==> src/rtl/lsm_pkg.sv <==
package lsm_pkg;

    localparam int WIN_W = 32;

    localparam logic [WIN_W-1:0] I2S_ENTER_SLOT1 = 32'h8000_0000;
    localparam logic [WIN_W-1:0] I2S_ENTER_SLOT0 = 32'h7FFF_FFFF;

    typedef enum logic {
        ST_HUNT = 1'b0,
        ST_RUN  = 1'b1
    } lsm_state_e;

    typedef struct packed {
        logic tick;   // rising bit clock edge detected this cycle
        logic lr;     // LR level sampled with that edge
    } lsm_bit_t;

    // Index of the final step in the lock level sequence
    function automatic logic [2:0] hunt_last_step(input logic tdm);
        return tdm ? 3'd5 : 3'd4;
    endfunction

    // Boundary check on the window that includes the newest bit
    function automatic logic window_ok(input logic tdm,
                                       input logic entering_slot0,
                                       input logic [WIN_W-1:0] win);
        if (tdm)
            return !entering_slot0 || (win[WIN_W-1:WIN_W-2] == 2'b10);
        else if (entering_slot0)
            return win == I2S_ENTER_SLOT0;
        else
            return win == I2S_ENTER_SLOT1;
    endfunction

endpackage

==> src/rtl/lsm_bit_sampler.sv <==
module lsm_bit_sampler
    import lsm_pkg::*;
#(
    parameter int SYNC_STAGES = 2
) (
    input  logic     clk,
    input  logic     rst,
    input  logic     bclk_i,
    input  logic     lrclk_i,
    output lsm_bit_t bit_o
);

    logic bclk_s;
    logic lr_s;
    logic bclk_prev;

    generate
        if (SYNC_STAGES <= 1) begin : g_single
            always_ff @(posedge clk) begin
                if (rst) begin
                    bclk_s <= 1'b0;
                    lr_s   <= 1'b0;
                end else begin
                    bclk_s <= bclk_i;
                    lr_s   <= lrclk_i;
                end
            end
        end else begin : g_chain
            logic [SYNC_STAGES-1:0] b_chain;
            logic [SYNC_STAGES-1:0] l_chain;
            always_ff @(posedge clk) begin
                if (rst) begin
                    b_chain <= '0;
                    l_chain <= '0;
                end else begin
                    b_chain <= {b_chain[SYNC_STAGES-2:0], bclk_i};
                    l_chain <= {l_chain[SYNC_STAGES-2:0], lrclk_i};
                end
            end
            assign bclk_s = b_chain[SYNC_STAGES-1];
            assign lr_s   = l_chain[SYNC_STAGES-1];
        end
    endgenerate

    always_ff @(posedge clk) begin
        if (rst) bclk_prev <= 1'b0;
        else     bclk_prev <= bclk_s;
    end

    always_comb begin
        bit_o.tick = bclk_s & ~bclk_prev;
        bit_o.lr   = lr_s;
    end

    AST_TICK_SPACED: assert property (@(posedge clk) disable iff (rst)
        bit_o.tick |=> !bit_o.tick);

endmodule

==> src/rtl/lsm_lr_window.sv <==
module lsm_lr_window
    import lsm_pkg::*;
(
    input  logic             clk,
    input  logic             rst,
    input  lsm_bit_t         bit_i,
    output logic [WIN_W-1:0] win_next_o
);

    logic [WIN_W-1:0] win_q;

    // Newest bit lands at the top, older bits move down
    assign win_next_o = {bit_i.lr, win_q[WIN_W-1:1]};

    always_ff @(posedge clk) begin
        if (rst)             win_q <= '0;
        else if (bit_i.tick) win_q <= win_next_o;
    end

    AST_WINDOW_HOLDS: assert property (@(posedge clk) disable iff (rst)
        !bit_i.tick |=> $stable(win_q));

    AST_WINDOW_NEWEST: assert property (@(posedge clk) disable iff (rst)
        bit_i.tick |=> (win_q[WIN_W-1] == $past(bit_i.lr)));

endmodule

==> src/rtl/lsm_hunter.sv <==
module lsm_hunter
    import lsm_pkg::*;
(
    input  logic     clk,
    input  logic     rst,
    input  lsm_bit_t bit_i,
    input  logic     hunting_i,
    input  logic     tdm_mode_i,
    output logic     lock_o
);

    logic [2:0] step_q;
    logic       level_hit;

    // Even steps wait for low, odd steps for high
    assign level_hit = hunting_i && bit_i.tick && (bit_i.lr == step_q[0]);
    assign lock_o    = level_hit && (step_q == hunt_last_step(tdm_mode_i));

    always_ff @(posedge clk) begin
        if (rst || !hunting_i) begin
            step_q <= '0;
        end else if (level_hit) begin
            step_q <= lock_o ? 3'd0 : step_q + 3'd1;
        end
    end

    AST_LOCK_LEVEL: assert property (@(posedge clk) disable iff (rst)
        lock_o |-> (bit_i.lr == tdm_mode_i));

    AST_LOCK_NEEDS_TICK: assert property (@(posedge clk) disable iff (rst)
        (hunting_i && !bit_i.tick) |=> $stable(step_q));

endmodule

==> src/rtl/lsm_frame_tracker.sv <==
module lsm_frame_tracker
    import lsm_pkg::*;
#(
    parameter int TDM_SLOTS = 8,
    parameter int SLOT_W    = 3
) (
    input  logic             clk,
    input  logic             rst,
    input  lsm_bit_t         bit_i,
    input  logic [WIN_W-1:0] win_next_i,
    input  logic             lock_i,
    input  logic             tdm_mode_i,
    output logic             hunting_o,
    output logic             in_sync_o,
    output logic             sync_err_o,
    output logic [SLOT_W-1:0] slot_o
);

    localparam int BIT_W = $clog2(WIN_W);

    lsm_state_e        state_q;
    logic              mode_q;
    logic [BIT_W-1:0]  bit_q;
    logic [SLOT_W-1:0] slot_q;
    logic              err_q;

    logic [SLOT_W-1:0] last_slot;
    logic [SLOT_W-1:0] slot_nxt;
    logic              boundary;
    logic              fault;

    always_comb begin
        last_slot = mode_q ? SLOT_W'(TDM_SLOTS - 1) : SLOT_W'(1);
        slot_nxt  = (slot_q == last_slot) ? '0 : slot_q + 1'b1;
        boundary  = bit_i.tick && (state_q == ST_RUN) && (bit_q == BIT_W'(WIN_W - 1));
        fault     = boundary && !window_ok(mode_q, slot_nxt == '0, win_next_i);
    end

    always_ff @(posedge clk) begin
        if (rst) begin
            state_q <= ST_HUNT;
            mode_q  <= 1'b0;
            bit_q   <= '0;
            slot_q  <= '0;
            err_q   <= 1'b0;
        end else begin
            err_q <= fault;
            case (state_q)
                ST_HUNT: begin
                    if (lock_i) begin
                        state_q <= ST_RUN;
                        mode_q  <= tdm_mode_i;
                        bit_q   <= '0;
                        slot_q  <= '0;
                    end
                end
                default: begin
                    if (fault) begin
                        state_q <= ST_HUNT;
                        bit_q   <= '0;
                        slot_q  <= '0;
                    end else if (bit_i.tick) begin
                        bit_q <= bit_q + 1'b1;
                        if (bit_q == BIT_W'(WIN_W - 1))
                            slot_q <= slot_nxt;
                    end
                end
            endcase
        end
    end

    assign hunting_o  = (state_q == ST_HUNT);
    assign in_sync_o  = (state_q == ST_RUN);
    assign sync_err_o = err_q;
    assign slot_o     = slot_q;

    AST_ERR_DROPS_SYNC: assert property (@(posedge clk) disable iff (rst)
        sync_err_o |-> !in_sync_o);

    AST_ERR_ONE_CYCLE: assert property (@(posedge clk) disable iff (rst)
        sync_err_o |=> !sync_err_o);

    AST_HUNT_SLOT_ZERO: assert property (@(posedge clk) disable iff (rst)
        !in_sync_o |-> (slot_o == '0));

    AST_SLOT_IN_RANGE: assert property (@(posedge clk) disable iff (rst)
        in_sync_o |-> (slot_o <= last_slot));

    AST_SLOT_STEP: assert property (@(posedge clk) disable iff (rst)
        (in_sync_o && $past(in_sync_o) && (slot_o != $past(slot_o))) |->
        (slot_o == (($past(slot_o) == last_slot) ? {SLOT_W{1'b0}} : $past(slot_o) + 1'b1)));

    AST_MODE_HELD: assert property (@(posedge clk) disable iff (rst)
        (in_sync_o && $past(in_sync_o)) |-> $stable(mode_q));

endmodule

==> src/rtl/lrclk_sync_monitor.sv <==
module lrclk_sync_monitor
    import lsm_pkg::*;
#(
    parameter int TDM_CHANS   = 8,
    parameter int DATA_LINES  = 1,
    parameter int SYNC_STAGES = 2,
    localparam int TDM_SLOTS  = TDM_CHANS / DATA_LINES,
    localparam int MAX_SLOTS  = (TDM_SLOTS > 2) ? TDM_SLOTS : 2,
    localparam int SLOT_W     = $clog2(MAX_SLOTS)
) (
    input  logic              clk,
    input  logic              rst,
    input  logic              bclk_i,
    input  logic              lrclk_i,
    input  logic              tdm_mode_i,
    output logic              in_sync_o,
    output logic              sync_err_o,
    output logic [SLOT_W-1:0] slot_o
);

    lsm_bit_t         bit_s;
    logic [WIN_W-1:0] win_next;
    logic             hunting;
    logic             lock;

    lsm_bit_sampler #(
        .SYNC_STAGES (SYNC_STAGES)
    ) u_sampler (
        .clk     (clk),
        .rst     (rst),
        .bclk_i  (bclk_i),
        .lrclk_i (lrclk_i),
        .bit_o   (bit_s)
    );

    lsm_lr_window u_window (
        .clk        (clk),
        .rst        (rst),
        .bit_i      (bit_s),
        .win_next_o (win_next)
    );

    lsm_hunter u_hunter (
        .clk        (clk),
        .rst        (rst),
        .bit_i      (bit_s),
        .hunting_i  (hunting),
        .tdm_mode_i (tdm_mode_i),
        .lock_o     (lock)
    );

    lsm_frame_tracker #(
        .TDM_SLOTS (TDM_SLOTS),
        .SLOT_W    (SLOT_W)
    ) u_tracker (
        .clk        (clk),
        .rst        (rst),
        .bit_i      (bit_s),
        .win_next_i (win_next),
        .lock_i     (lock),
        .tdm_mode_i (tdm_mode_i),
        .hunting_o  (hunting),
        .in_sync_o  (in_sync_o),
        .sync_err_o (sync_err_o),
        .slot_o     (slot_o)
    );

endmodule

==> config.mk <==
export PLATFORM = sky130hd
export DESIGN_NAME = lrclk_sync_monitor
export DESIGN_NICKNAME = d
export VERILOG_FILES = /design/src/rtl/lsm_pkg.sv /design/src/rtl/lsm_bit_sampler.sv /design/src/rtl/lsm_lr_window.sv /design/src/rtl/lsm_hunter.sv /design/src/rtl/lsm_frame_tracker.sv /design/src/rtl/lrclk_sync_monitor.sv
export SDC_FILE = /design/constraint.sdc
export NUM_CORES = 1
export LEC_CHECK = 0
export ABC_CLOCK_PERIOD_IN_PS = 2600
export BUFFER_PORTS_ARGS = -buffer_cell sky130_fd_sc_hd__buf_2
export CORE_MARGIN = 2
export CORE_UTILIZATION = 45
export DETAILED_ROUTE_END_ITERATION = 7
export GPL_ROUTABILITY_DRIVEN = 0
export HOLD_SLACK_MARGIN = 0.05
export PLACE_DENSITY = 0.61
export SLEW_MARGIN = 20
export SYNTH_ARGS = -nofsm -noshare
export SYNTH_HDL_FRONTEND = slang
export SYNTH_SLANG_ARGS = --single-unit
==> constraint.sdc <==
create_clock -name clk -period 2.6 [get_ports clk]
set_input_delay 0.13 -clock clk [delete_from_list [all_inputs] [get_ports clk]]
set_output_delay 0.13 -clock clk [all_outputs]
set_load 0.005 [all_outputs]
# Word level (Yosys, flattened, before mapping)
# Cells that the tools add are included.
[word_totals]
output_inout_bits = 5
inputBits = 5
wordCells = 58
register_bits = 51
[op_classes]
muxes = 18
eq_ne = 9
bitwise = 3
addsub = 3
reduce_logical = 15
[ops]
columns = ["cell", "count"]
rows = [
  ["$eq 32x31->1 const B", 1],
  ["$eq 32x32->1 const B", 1],
  ["$mux 3", 8],
  ["$mux 5", 4],
  ["$add 3x1->3 const B", 2],
  ["$eq 3x3->1", 2],
  ["$logic_and 1x1->1", 6],
  ["$mux 1", 6],
  ["$ne 3x3->1 const B", 2],
  ["$add 5x1->5 const B", 1],
  ["$eq 5x5->1 const B", 1],
  ["$reduce_and 2->1", 2],
  ["$logic_not 3->1", 1],
  ["$reduce_and 3->1", 1],
  ["$eq 2x2->1 const B", 1],
  ["$logic_not 1->1", 2],
  ["$logic_or 1x1->1", 2],
  ["$not 1->1", 2],
  ["$reduce_bool 2->1", 1],
  ["$and 1x1->1", 1],
  ["$eq 1x1->1", 1],
]

# Longest topological paths before layout
# Gate-level depths: netlist of run 1.
[logic_depth]
ltp_word = 11
ltp_mapped = 8
depth_no_buf = 8

# Cells and area by module
# From an unflattened synthesis of run 1, not the netlist that was laid out.
[unflattened]
cells_unflattened = 240
hier_area_um2 = 2288.4
[modules_own_cells]
columns = ["module", "seq_area_each_um2", "area_per_inst_um2", "cells_per_inst", "n_inst"]
rows = [
  ["lsm_lr_window", 620.6, 1137.3, 101, 1],
  ["lsm_frame_tracker", 220.2, 805.8, 104, 1],
  ["lsm_hunter", 60.1, 200.2, 23, 1],
  ["lsm_bit_sampler", 100.1, 145.1, 12, 1],
]

# Worst setup path before layout of run 1
# Ideal clock, no wire load.
[synth_path]
path_type = "reg2reg"
startpoint = "register u_tracker.mode_q"
endpoint = "register u_tracker.slot_q[1] (netlist: u_tracker.slot_o[1])"
required_time_ns = 2.504
path_slack_ns = 0.731
n_path_buf = 0
setup_time_ns = 0.096
stages_incl_launch_ff = 7
arrival_ns = 1.773
path_cell_list = "dfxtp_1 nand4b_1 or4_1 nor4_1 mux2_4 o21ai_4 o41ai_2"
[synth_via]
elab_chain_len = 11
word_cells_on_any_way = 17
cone_classes = "3 x eq/ne; 8 x mux; 6 x reduce/logical"
[synth_rtl]
columns = ["element", "line_no", "rtl"]
rows = [
  ["start, declared", "lsm_frame_tracker.sv:22", "logic mode_q;"],
  ["start signal, assigned", "lsm_frame_tracker.sv:52", "mode_q <= tdm_mode_i;"],
  ["$mux 3", "lsm_frame_tracker.sv:33", "last_slot = mode_q ? SLOT_W'(TDM_SLOTS - 1) : SLOT_W'(1);"],
  ["$eq 3x3->1", "lsm_frame_tracker.sv:34", "slot_nxt = (slot_q == last_slot) ? '0 : slot_q + 1'b1;"],
  ["$mux 3", "lsm_frame_tracker.sv:34", ""],
  ["$logic_not 3->1", "lsm_frame_tracker.sv:36", "fault = boundary && !window_ok(mode_q, slot_nxt == '0, win_next_i);"],
  ["$logic_not 1->1", "lsm_pkg.sv:28", "return !entering_slot0 || (win[WIN_W-1:WIN_W-2] == 2'b10);"],
  ["$logic_or 1x1->1", "lsm_pkg.sv:28", ""],
  ["$mux 1", "lsm_pkg.sv:27", "if (tdm)"],
  ["$logic_not 1->1", "lsm_frame_tracker.sv:36", ""],
  ["$logic_and 1x1->1", "lsm_frame_tracker.sv:36", ""],
  ["$ne 3x3->1 (no source line) or $mux 3 (tied branches)", "n/a", ""],
  ["$reduce_and 3->1 (no source line) or $mux 3 (tied branches)", "n/a", ""],
  ["end signal, assigned", "lsm_frame_tracker.sv:65", "slot_q <= slot_nxt;"],
  ["end, declared", "lsm_frame_tracker.sv:24", "logic [SLOT_W-1:0] slot_q;"],
]
# Several ways; a longest one is shown, not always the timed one. The select of a mux whose other input is x is not followed.
# A chain may end at the register's enable or synchronous reset.

# Worst setup path in the final report of run 1
# Same ends and word-level chain as after synthesis.

==> summary.md, run 1 <==
| Metric | Value |
|---|---|
| Critical path type | reg2reg |
| Post-DRT Antenna Nets | 0 |
| Syn Std Cell Area | 2152 µm² |
| Fin. Hold Viols | 0 |
| Startpoint types | register |
| Synthesized Nets | 272 |
| Leak Pwr | 0.0007794 µW |
| Drt pass-1 iters | 4 |
| IO Port Bufs | 9 |
| Global-route usage over all layers | 0.1788 |
| Core area | 4661 µm² |
| Initial antenna violation count | 0 |
| Slew Viols, Final | 0 |
| Hold-fix buffers, CTS | 2 |
| Fillcell total | 469 |
| Root Buffer | clkbuf_8 |
| Synth Flop Type | dfxtp_1 |
| Max cap viols | 0 |
| Post-synthesis sequential area ratio | 0.4651 |
| Met1 Resource Use GR | 0.2496 |
| Dpl ws | 0.5563 ns |
| Max H-tree Level | 2 |
| Max Clk Rate | 486.3 MHz |
| Syn Inst Count | 263 |
| GR Layer Usage met2 | 0.2793 |
| Slowest-stage cell, CP | or4_1 |
| CTS sink cnt | 50 |
| WP buf/inv | 0 |
| CP top delay family | simple AND/OR/NAND/NOR gates |
| VDD IR-drop max | 264.0 µV |
| Avg Cell Area, Syn | 8.183 µm² |
| Grt ovf | 0 |
| DRC | 0 |
| P_sw | 279.8 µW |
| EDFF count, synth | 0 |
| Unrepaired setup endpoints after global routing | false |
| Vias in the first global route | 1665 |
| Die area | 5352 µm² |
| Final setup fails | 0 |
| Critical path endpoint category | register |
| Final min period | 2.056 ns |
| Slew @ Worst Pin | 0.5057 ns |
| Gr busiest metal | met2 |
| Sw Share | 0.2187 |
| Critical path cell sequence | nand4b_1, or4_1, nor4_1, mux2_4, o21ai_4, o41ai_2 |
| Share of layout cells above drive strength 1 | 0.09630 |
| Die W | 73.16 µm |
| Postcts setup bufs | 0 |
| Chip Height | 73.16 µm |
| Initial Utilization | 0.4617 |
| Num rows | 25 |
| Pwr dens | 547.4 nW/µm² |
| Clock power share | 0.357 |
| Final TNS setup | 0 ns |
| Layout Nets | 278 |
| Placed insts | 314 |
| CTS tree | done |
| Ant. Diodes | 0 |
| Multi-input logic area | 1079 µm² |
| Critical path fanouts, max | 6 |
| Routed WL | 4350 µm |
| Final Cycle Share | 0.7910 |
| Worst EP arrival | 2.27 ns |
| IO Pins | 10 |
| Worst Hold Class | in2reg |
| Cell variety after synth | 39 |
| Via Count | 1787 |
| CP max stage delay | 0.52 ns |
| DP HPWL | 2925 µm |
| Synth warn | 0 |
| Comb power frac | 0.038 |
| Pwr Total | 1279 µW |
| Seq pwr share | 0.604 |
| FFs w/ async S/R, synth | 0 |
| First DRT Iteration DRCs | 121 |
| Worst-path clk slew | 0.09 ns |
| Synth Register Bits | 50 |
| Final setup margin | 0.5435 ns |
| Hold_ws | 0.1168 ns |
| Clock skew | 0.009566 ns |
| First-pass GRT wire length | 7562 µm |
| Met3 GRT Util | 0.03729 |
| Post-cts resize count | 0 |
| Layout area overhead | 8.605% |
| Skew-Pair Late Insertion Delay | 0.29 ns |
| Status | finished clean |
| Num CTS Buffers | 5 |
| Register area | 1001 µm² |
| CP Data Required Time | 2.81 ns |
| Fin cells | 324 |
| Clock Path Buffers | 2 |
| Internal | 999.5 µW |
| Pin count of the biggest net entering global routing | 32 |
| DR WL/cell | 13.43 µm |
| Vias per inst | 5.515 |
| Slew HR | 0.6603 |
cells by family (layout without fill, tap and decap cells):
logic type,Yosys count,in the layout,share of synthesized area
AOI/OAI and AO/OA,56,56,0.1570
DFF,50,50,0.4651
buffers and inverters,18,25,0.03488
and+or+nand+nor,131,131,0.3006
xor gates and xnor gates,3,3,0.01221
adders and majority gates,4,4,0.02326
muxes,1,1,0.006975
cells in the final DEF (no fill, tap or decap), types with 3 or more instances in the layout:
cell type and n:
nand2_1 71, xor2_1 3, nand3b_1 3, buf_2 9, nor4_1 9, nor4b_1 3
nand3_1 4, a21oi_1 38, clkbuf_8 6, o21ai_0 4, ha_1 4, buf_4 3
nand4_1 7, inv_1 3, nor3_1 5, dfxtp_1 50, nor2b_1 6, nand2b_1 7
worst min-delay path: stages:
cell     delay (ns)
buf_2          0.12
nand3_1        0.07
a21oi_1        0.06
power by group through the flow:
stage | combinational, µW | sequential, µW | clock (µW)
2_1_floorplan | 35.0 | 790 | 0
3_3_place_gp | 47.6 | 791 | 0
3_5_place_dp | 47.4 | 791 | 0
4_1_cts | 49.9 | 773 | 471
5_1_grt | 55.0 | 774 | 503
6_report | 49.0 | 773 | 457
synthesized netlist by cell type, types with 2 or more instances:
| cell | number | area share |
|---|---|---|
| a21oi_1 | 38 | 0.088 |
| nand3b_1 | 3 | 0.010 |
| or3_1 | 2 | 0.0058 |
| o2111ai_1 | 2 | 0.0081 |
| o22ai_1 | 2 | 0.0058 |
| nor4_1 | 9 | 0.026 |
| o21ai_0 | 4 | 0.0093 |
| nor3_1 | 5 | 0.012 |
| ha_1 | 4 | 0.023 |
| nand2b_1 | 7 | 0.020 |
| nor2b_1 | 7 | 0.020 |
| nand3_1 | 4 | 0.0093 |
| inv_1 | 3 | 0.0052 |
| and3_1 | 2 | 0.0058 |
| buf_1 | 3 | 0.0052 |
| nand2_1 | 71 | 0.12 |
| nor2_1 | 2 | 0.0035 |
| and2_1 | 2 | 0.0058 |
| nand4b_1 | 2 | 0.0081 |
| nand4_1 | 7 | 0.020 |
| xor2_1 | 3 | 0.012 |
| nor4b_1 | 3 | 0.012 |
| dfxtp_1 | 50 | 0.47 |
| o31ai_1 | 2 | 0.0070 |
| or3_2 | 2 | 0.0070 |
| clkbuf_1 | 11 | 0.019 |
path summary, 6_finish.rpt:
check	from	end	slack, ns	depth (start not counted)
setup / recovery	u_tracker.mode_q$_SDFFE_PP0P_	u_tracker.slot_o[1]$_SDFFE_PP0P_	0.54	6
hold / removal	tdm_mode_i	u_tracker.mode_q$_SDFFE_PP0P_	0.12	3
hold reg to reg	u_sampler.g_chain.b_chain[0]$_SDFF_PP0_	u_sampler.g_chain.b_chain[1]$_SDFF_PP0_	0.44	1
setup reg to reg	u_tracker.mode_q$_SDFFE_PP0P_	u_tracker.slot_o[1]$_SDFFE_PP0P_	0.54	6
cell type report:
class,instances,share of cell area
multi-input cells,195,0.4615
inverters,3,0.004818
flip-flops and latches,50,0.4283
clock inverters,1,0.002141
clock buffers,7,0.03694
well taps,54,0.02891
repair buffers,14,0.03747
sequential cells by signal (all words and copies together) (netlist names):
register                   cells
u_window.win_q                31
u_tracker.bit_q                5
u_hunter.step_q                3
u_tracker.slot_o               3
u_sampler.g_chain.b_chain      2
u_sampler.g_chain.l_chain      2
u_sampler.bclk_prev            1
u_tracker.in_sync_o            1
u_tracker.mode_q               1
u_tracker.sync_err_o           1
stage by stage:
| step | instance area [µm²] | utilization |
|---|---|---|
| CTS | 2337 | 0.5015 |
| global placement | 2226 | 0.4776 |
| finish | 2337 | 0.5015 |
| detailed placement | 2226 | 0.4776 |
| floorplan | 2152 | - |
| global route | 2337 | 0.5015 |
per-layer routing:
| metal | vias up | wire [µm] |
|---|---|---|
| li1 | 931 | - |
| met1 | 834 | 2140 |
| met2 | 20 | 2052 |
| met3 | 2 | 127 |
| met4 | 0 | 29 |
| met5 | - | 0 |
No activity file was read; power rests on OpenSTA's default activity.
==> inputs of run 2 (changes only) <==
--- a/config.mk
+++ b/config.mk
@@ -5,14 +5,14 @@
 export SDC_FILE = /design/constraint.sdc
 export NUM_CORES = 1
 export LEC_CHECK = 0
-export ABC_CLOCK_PERIOD_IN_PS = 2600
+export ABC_CLOCK_PERIOD_IN_PS = 1700
 export BUFFER_PORTS_ARGS = -buffer_cell sky130_fd_sc_hd__buf_2
 export CORE_MARGIN = 2
 export CORE_UTILIZATION = 45
 export DETAILED_ROUTE_END_ITERATION = 7
 export GPL_ROUTABILITY_DRIVEN = 0
 export HOLD_SLACK_MARGIN = 0.05
-export PLACE_DENSITY = 0.61
+export PLACE_DENSITY = 0.64
 export SLEW_MARGIN = 20
 export SYNTH_ARGS = -nofsm -noshare
 export SYNTH_HDL_FRONTEND = slang
==> constraint.sdc (replaced) <==
create_clock -name clk -period 1.7 [get_ports clk]
set_input_delay 0.085 -clock clk [delete_from_list [all_inputs] [get_ports clk]]
set_output_delay 0.085 -clock clk [all_outputs]
set_load 0.005 [all_outputs]
==> summary.md, run 2 (synthesis gave the netlist of run 1 again) <==
| Metric | Value |
|---|---|
| Seq pwr share | 0.561 (-0.043) |
| Most frequent cells in the layout | nand2_1 (71), buf_4 (53), dfxtp_1 (41) |
| Slowest-stage cell, CP | or4_1 |
| Internal | 1647 µW (+65%) |
| Failing checks | setup timing |
| Unrepaired setup endpoints after global routing | true |
| Hold depth | 3 (unchanged) |
| Register area | 1012 µm² (+1.1%) |
| Root Buffer | clkbuf_8 |
| Biggest regs | u_window.win_q (31), u_tracker.bit_q (5) |
| Layout Nets | 330 (+19%) |
| Critical path type | reg2reg |
| Clock skew | 0.008795 ns (-0.0007719 ns) |
| Chip Height | 73.16 µm (unchanged) |
| Fillcell total | 428 (-8.7%) |
| Clock power share | 0.394 (+0.037) |
| First DRT Iteration DRCs | 106 (-12%) |
| DR WL/cell | 13.32 µm (-0.82%) |
| Max Clk Rate | 540.0 MHz (+11%) |
| Worst-path clk slew | 0.09 ns (about the same) |
| Leak Pwr | 0.001081 µW (+39%) |
| Vias in the first global route | 1990 (+20%) |
| Fin. Hold Viols | 0 (unchanged) |
| IO Port Bufs | 9 (unchanged) |
| Postcts setup bufs | 0 (unchanged) |
| Drt pass-1 iters | 4 (unchanged) |
| Sw Share | 0.2174 (-0.001392) |
| Hold_ws | 0.08188 ns (-0.03491 ns) |
| Die area | 5352 µm² (unchanged) |
| Max H-tree Level | 2 (unchanged) |
| Final core area utilization | 0.5992 (+0.09772) |
| Multi-input logic area | 1090 µm² (+1.0%) |
| Layout area overhead | 29.77% |
| Global-route usage over all layers | 0.2067 (+0.02793) |
| Slew @ Worst Pin | 0.4557 ns (-0.05004 ns) |
| First-pass GRT wire length | 8673 µm (+15%) |
| Core area | 4661 µm² (unchanged) |
| Num rows | 25 (unchanged) |
| Routed WL | 5007 µm (+15%) |
| Skew-Pair Late Insertion Delay | 0.31 ns (+0.02 ns) |
| CP top delay family | simple AND/OR/NAND/NOR gates |
| Commonest non-fill, non-tap cell in the layout | nand2_1 |
| CP max stage delay | 0.54 ns (+0.02 ns) |
| Num CTS Buffers | 5 (unchanged) |
| Max cap viols | 0 (unchanged) |
| Critical path endpoint category | register |
| Pwr dens | 753.6 nW/µm² (+38%) |
| Slew Viols, Final | 0 (unchanged) |
| Clock Path Buffers | 2 (unchanged) |
| Critical path fanouts, max | 5 (-1) |
| Largest register FFs | 31 (unchanged) |
| Critical path cell sequence | nand4_1, or4_1, nor4_2, mux2_4, o21ai_4, o41ai_2 |
| Final setup fails | 10 (+10) |
| P_sw | 457.5 µW (+63%) |
| Final Cycle Share | 1.089 (+0.2983) |
| Initial Utilization | 0.4617 (unchanged) |
| Final min period | 1.852 ns (-0.2047 ns) |
| IO Pins | 10 (unchanged) |
| CTS sink cnt | 50 (unchanged) |
| Ant. Diodes | 0 (unchanged) |
| DP HPWL | 3538 µm (+21%) |
| Vias per inst | 5.285 (-4.2%) |
| WP buf/inv | 0 (unchanged) |
| DRC | 0 (unchanged) |
| Initial antenna violation count | 0 (unchanged) |
| Startpoint types | register |
| Worst EP arrival | 2.07 ns (-0.20 ns) |
| Slew HR | 0.6962 (+0.03596) |
| Most flops, register | u_window.win_q |
| Via Count | 1987 (+11%) |
| Pwr Total | 2105 µW (+65%) |
| Critical path depth | 6 (unchanged) |
| Final setup margin | -0.1517 ns (-0.6953 ns) |
| CTS tree | done |
| Reg2Reg Depth | 6 (unchanged) |
| Worst Hold Class | in2reg |
| Post-DRT Antenna Nets | 0 (unchanged) |
| Die W | 73.16 µm (unchanged) |
| Grt ovf | 0 (unchanged) |
| Status | finished with violations |
| Final TNS setup | -1.016 ns (-1.016 ns) |
| Pin count of the biggest net entering global routing | 34 (+6.3%) |
| Dpl ws | -0.2472 ns (-0.8035 ns) |
| CP Data Required Time | 1.92 ns (-0.89 ns) |
| Share of layout cells above drive strength 1 | 0.2795 (+0.1832) |
| VDD IR-drop max | 387.1 µV (+47%) |
| Comb power frac | 0.045 (+0.007) |
## run 2: layout make-up
type / instances / share of cell area
clock buffers: 5 / 0.02464
inverters: 3 / 0.004032
well taps: 54 / 0.02419
flip-flops and latches: 50 / 0.3625
clock inverters: 3 / 0.01434
repair buffers: 66 / 0.1801
multi-input cells: 195 / 0.3902
## run 2: what timing repair did
action / in CTS / in global routing
resized for setup: 1 / 3
pin swaps: 6 / 0
hold endpoints to repair: 2 / 0
hold buffers: 2 / 0
setup endpoints to repair: 10 / 10
## run 2: routing by layer
metal | track usage | vias up | routed length [µm]
met3 | 0.04558 | 7 | 119
met4 | 0.07407 | 0 | 68
met2 | 0.3544 | 16 | 2490
met1 | 0.2532 | 925 | 2329
met5 | 0 | - | 0
li1 | - | 1039 | -
## run 2: through the flow
stage | cells | area [µm²]
detailed placement | 366 | 2651
global placement | 366 | 2651
CTS | 376 | 2781
floorplan | 263 | 2162
global route | 376 | 2793
finish | 376 | 2793
## run 2: worst paths after layout
path	start	to	slack, ns
max	u_window.win_q[30]$_SDFFE_PP0P_	u_tracker.slot_o[1]$_SDFFE_PP0P_	-0.15
min	tdm_mode_i	u_tracker.mode_q$_SDFFE_PP0P_	0.08
max reg2reg	u_window.win_q[30]$_SDFFE_PP0P_	u_tracker.slot_o[1]$_SDFFE_PP0P_	-0.15
min reg2reg	u_sampler.g_chain.l_chain[0]$_SDFF_PP0_	u_sampler.g_chain.l_chain[1]$_SDFF_PP0_	0.45
## run 2: power groups by stage
stage          registers [µW]  logic [µW]  clock network (µW)
2_1_floorplan            1210        53.6                   0
3_3_place_gp             1210        90.0                   0
3_5_place_dp             1210        91.4                   0
4_1_cts                  1180        95.2                 843
5_1_grt                  1180         104                 883
6_report                 1180        94.7                 829
## run 2: worst min-delay path, cell delays in order
cell     delay, ns
buf_2         0.12
nand3_1       0.08
a21oi_1       0.06
==> inputs of run 3 (changes only) <==
--- a/config.mk
+++ b/config.mk
@@ -7,7 +7,7 @@
 export LEC_CHECK = 0
 export ABC_CLOCK_PERIOD_IN_PS = 1700
 export BUFFER_PORTS_ARGS = -buffer_cell sky130_fd_sc_hd__buf_2
-export CORE_MARGIN = 2
+export CORE_MARGIN = 4
 export CORE_UTILIZATION = 45
 export DETAILED_ROUTE_END_ITERATION = 7
 export GPL_ROUTABILITY_DRIVEN = 0
==> summary.md, run 3 (synthesis gave the netlist of run 1 again) <==
| Metric | Value |
|---|---|
| Clock Path Buffers | 2 (unchanged) |
| Vias in the first global route | 1860 (-6.5%) |
| Clock power share | 0.391 (-0.003) |
| Slew HR | 0.6604 (-0.03578) |
| DR WL/cell | 13.67 µm (+2.7%) |
| WP buf/inv | 0 (unchanged) |
| Post-route cell area | 2825 µm² (+1.2%) |
| Clock skew | 0.005836 ns (-0.002958 ns) |
| Worst Hold Class | in2reg |
| Internal | 1653 µW (+0.38%) |
| Comb power frac | 0.045 (about the same) |
| Grt ovf | 0 (unchanged) |
| Largest register FFs | 31 (unchanged) |
| Critical path fanouts, max | 6 (+1) |
| Root Buffer | clkbuf_8 |
| Final setup fails | 10 (unchanged) |
| Fin cells | 374 (-0.53%) |
| Via Count | 2029 (+2.1%) |
| CP Data Required Time | 1.90 ns (-0.02 ns) |
| DP HPWL | 3491 µm (-1.3%) |
| First-pass GRT wire length | 8825 µm (+1.8%) |
| Commonest non-fill, non-tap cell in the layout | nand2_1 |
| Pwr Total | 2096 µW (-0.43%) |
| Final TNS setup | -1.873 ns (-0.8570 ns) |
| Slew @ Worst Pin | 0.5094 ns (+0.05367 ns) |
| Slew Viols, Final | 0 (unchanged) |
| Num CTS Buffers | 5 (unchanged) |
| Max H-tree Level | 2 (unchanged) |
| P_sw | 442.2 µW (-3.3%) |
| Initial antenna violation count | 0 (unchanged) |
| Layout area overhead | 31.28% |
| VDD IR-drop max | 450.9 µV (+16%) |
| DRC | 0 (unchanged) |
| Most flops, register | u_window.win_q |
| Slowest-stage cell, CP | or4_4 |
| Sw Share | 0.2110 (-0.006327) |
| Leak Pwr | 0.001098 µW (+1.5%) |
| Fin. Hold Viols | 0 (unchanged) |
| Critical path type | reg2reg |
| Critical path endpoint category | register |
| Routed WL | 5113 µm (+2.1%) |
| Max Clk Rate | 514.7 MHz (-4.7%) |
| Biggest regs | u_window.win_q (31), u_tracker.bit_q (5) |
| CTS tree | done |
| Core area | 4504 µm² (-3.4%) |
| Most frequent cells in the layout | nand2_1 (71), buf_4 (53), dfxtp_1 (40) |
| Die W | 77.16 µm (+5.5%) |
| IO Pins | 10 (unchanged) |
| Pin count of the biggest net entering global routing | 33 (-2.9%) |
| CP top delay family | simple AND/OR/NAND/NOR gates |
| Ant. Diodes | 0 (unchanged) |
| IO Port Bufs | 9 (unchanged) |
| Seq pwr share | 0.564 (+0.003) |
| Worst-path clk slew | 0.09 ns (about the same) |
| Die area | 5953 µm² (+11%) |
| Post-DRT Antenna Nets | 0 (unchanged) |
| Final Cycle Share | 1.143 (+0.05356) |
| Placed insts | 358 (-2.2%) |
| Worst EP arrival | 2.15 ns (+0.08 ns) |
| Skew-Pair Late Insertion Delay | 0.30 ns (about the same) |
| Chip Height | 77.16 µm (+5.5%) |
| Vias per inst | 5.425 (+2.7%) |
| CTS sink cnt | 50 (unchanged) |
| Cell area after placement | 2591 µm² (-2.3%) |
| Startpoint types | register |
| Drt pass-1 iters | 4 (unchanged) |
| Unrepaired setup endpoints after global routing | true |
| Num rows | 24 (-4.0%) |
| Final min period | 1.943 ns (+0.09106 ns) |
| Layout Nets | 330 (unchanged) |
| Critical path cell sequence | nand4_1, or4_4, nor4_4, mux2_4, o21ai_4, o41ai_2 |
| Status | finished with violations |
| Initial Utilization | 0.4778 (+0.01603) |
| Max cap viols | 0 (unchanged) |
| First DRT Iteration DRCs | 132 (+25%) |
| Failing checks | setup timing |
| Pwr dens | 741.8 nW/µm² (-1.6%) |
| Final setup margin | -0.2428 ns (-0.09106 ns) |
| Share of layout cells above drive strength 1 | 0.2981 (+0.01863) |
| Global-route usage over all layers | 0.1782 (-0.02847) |
| CP max stage delay | 0.54 ns (about the same) |
[run 3: cell types whose count changed in the layout (fill, tap and decap cells not counted), sizes merged]
| cell | change |
|---|---|
| clkinv | -2 |
| clkbuf | +2 |
| buf | -1 |
| dlygate4sd3 | +1 |
[run 3: per-layer routing]
| metal | track usage | vias up | wire (µm) |
|---|---|---|---|
| li1 | - | 1042 | - |
| met1 | 0.2551 | 945 | 2468 |
| met2 | 0.2660 | 34 | 2396 |
| met3 | 0.03864 | 8 | 175 |
| met4 | 0.05516 | 0 | 72 |
| met5 | 0 | - | 0 |
[run 3: layout make-up]
class / instances / area [µm²]
fillers: 409 / 1679
multi-input cells: 195 / 1136
flip-flops and latches: 50 / 1013
repair buffers: 66 / 493.0
clock buffers: 7 / 76.32
well taps: 52 / 65.06
clock inverters: 1 / 30.03
inverters: 3 / 11.26
[run 3: timing repair]
item	4_1_cts	5_1_grt
setup buffers	3	2
resized for setup	8	7
pin swaps	6	4
setup endpoints to repair	10	10
hold buffers	3	0
hold endpoints to repair	3	0
[run 3: power by group through the flow]
| stage | Combinational, µW | Clock, µW | Sequential [µW] |
|---|---|---|---|
| final | 94.7 | 820 | 1180 |
| after global routing | 104 | 902 | 1180 |
| after CTS | 93.6 | 845 | 1180 |
| after detailed placement | 84.9 | 0 | 1210 |
| after global placement | 84.7 | 0 | 1210 |
| after floorplan | 53.6 | 0 | 1210 |
[run 3: metrics by stage]
step                        util  hold slack, ns  worst slack [ns]
after floorplan                -          0.2132          -0.03638
after global placement    0.5753          0.2952           -0.2418
after detailed placement  0.5753          0.2992           -0.2716
after CTS                 0.6172          0.2421           -0.2549
after global routing      0.6272          0.2647           -0.3405
final                     0.6272          0.2447           -0.2428
[run 3: final timing paths]
kind | from | end | slack [ns] | depth (start not counted)
max | u_window.win_q[3]$_SDFFE_PP0P_ | u_tracker.slot_o[1]$_SDFFE_PP0P_ | -0.24 | 6
min | rst | u_tracker.in_sync_o$_SDFF_PP0_ | 0.24 | 2
max reg2reg | u_window.win_q[3]$_SDFFE_PP0P_ | u_tracker.slot_o[1]$_SDFFE_PP0P_ | -0.24 | 6
min reg2reg | u_sampler.g_chain.b_chain[0]$_SDFF_PP0_ | u_sampler.g_chain.b_chain[1]$_SDFF_PP0_ | 0.44 | 1
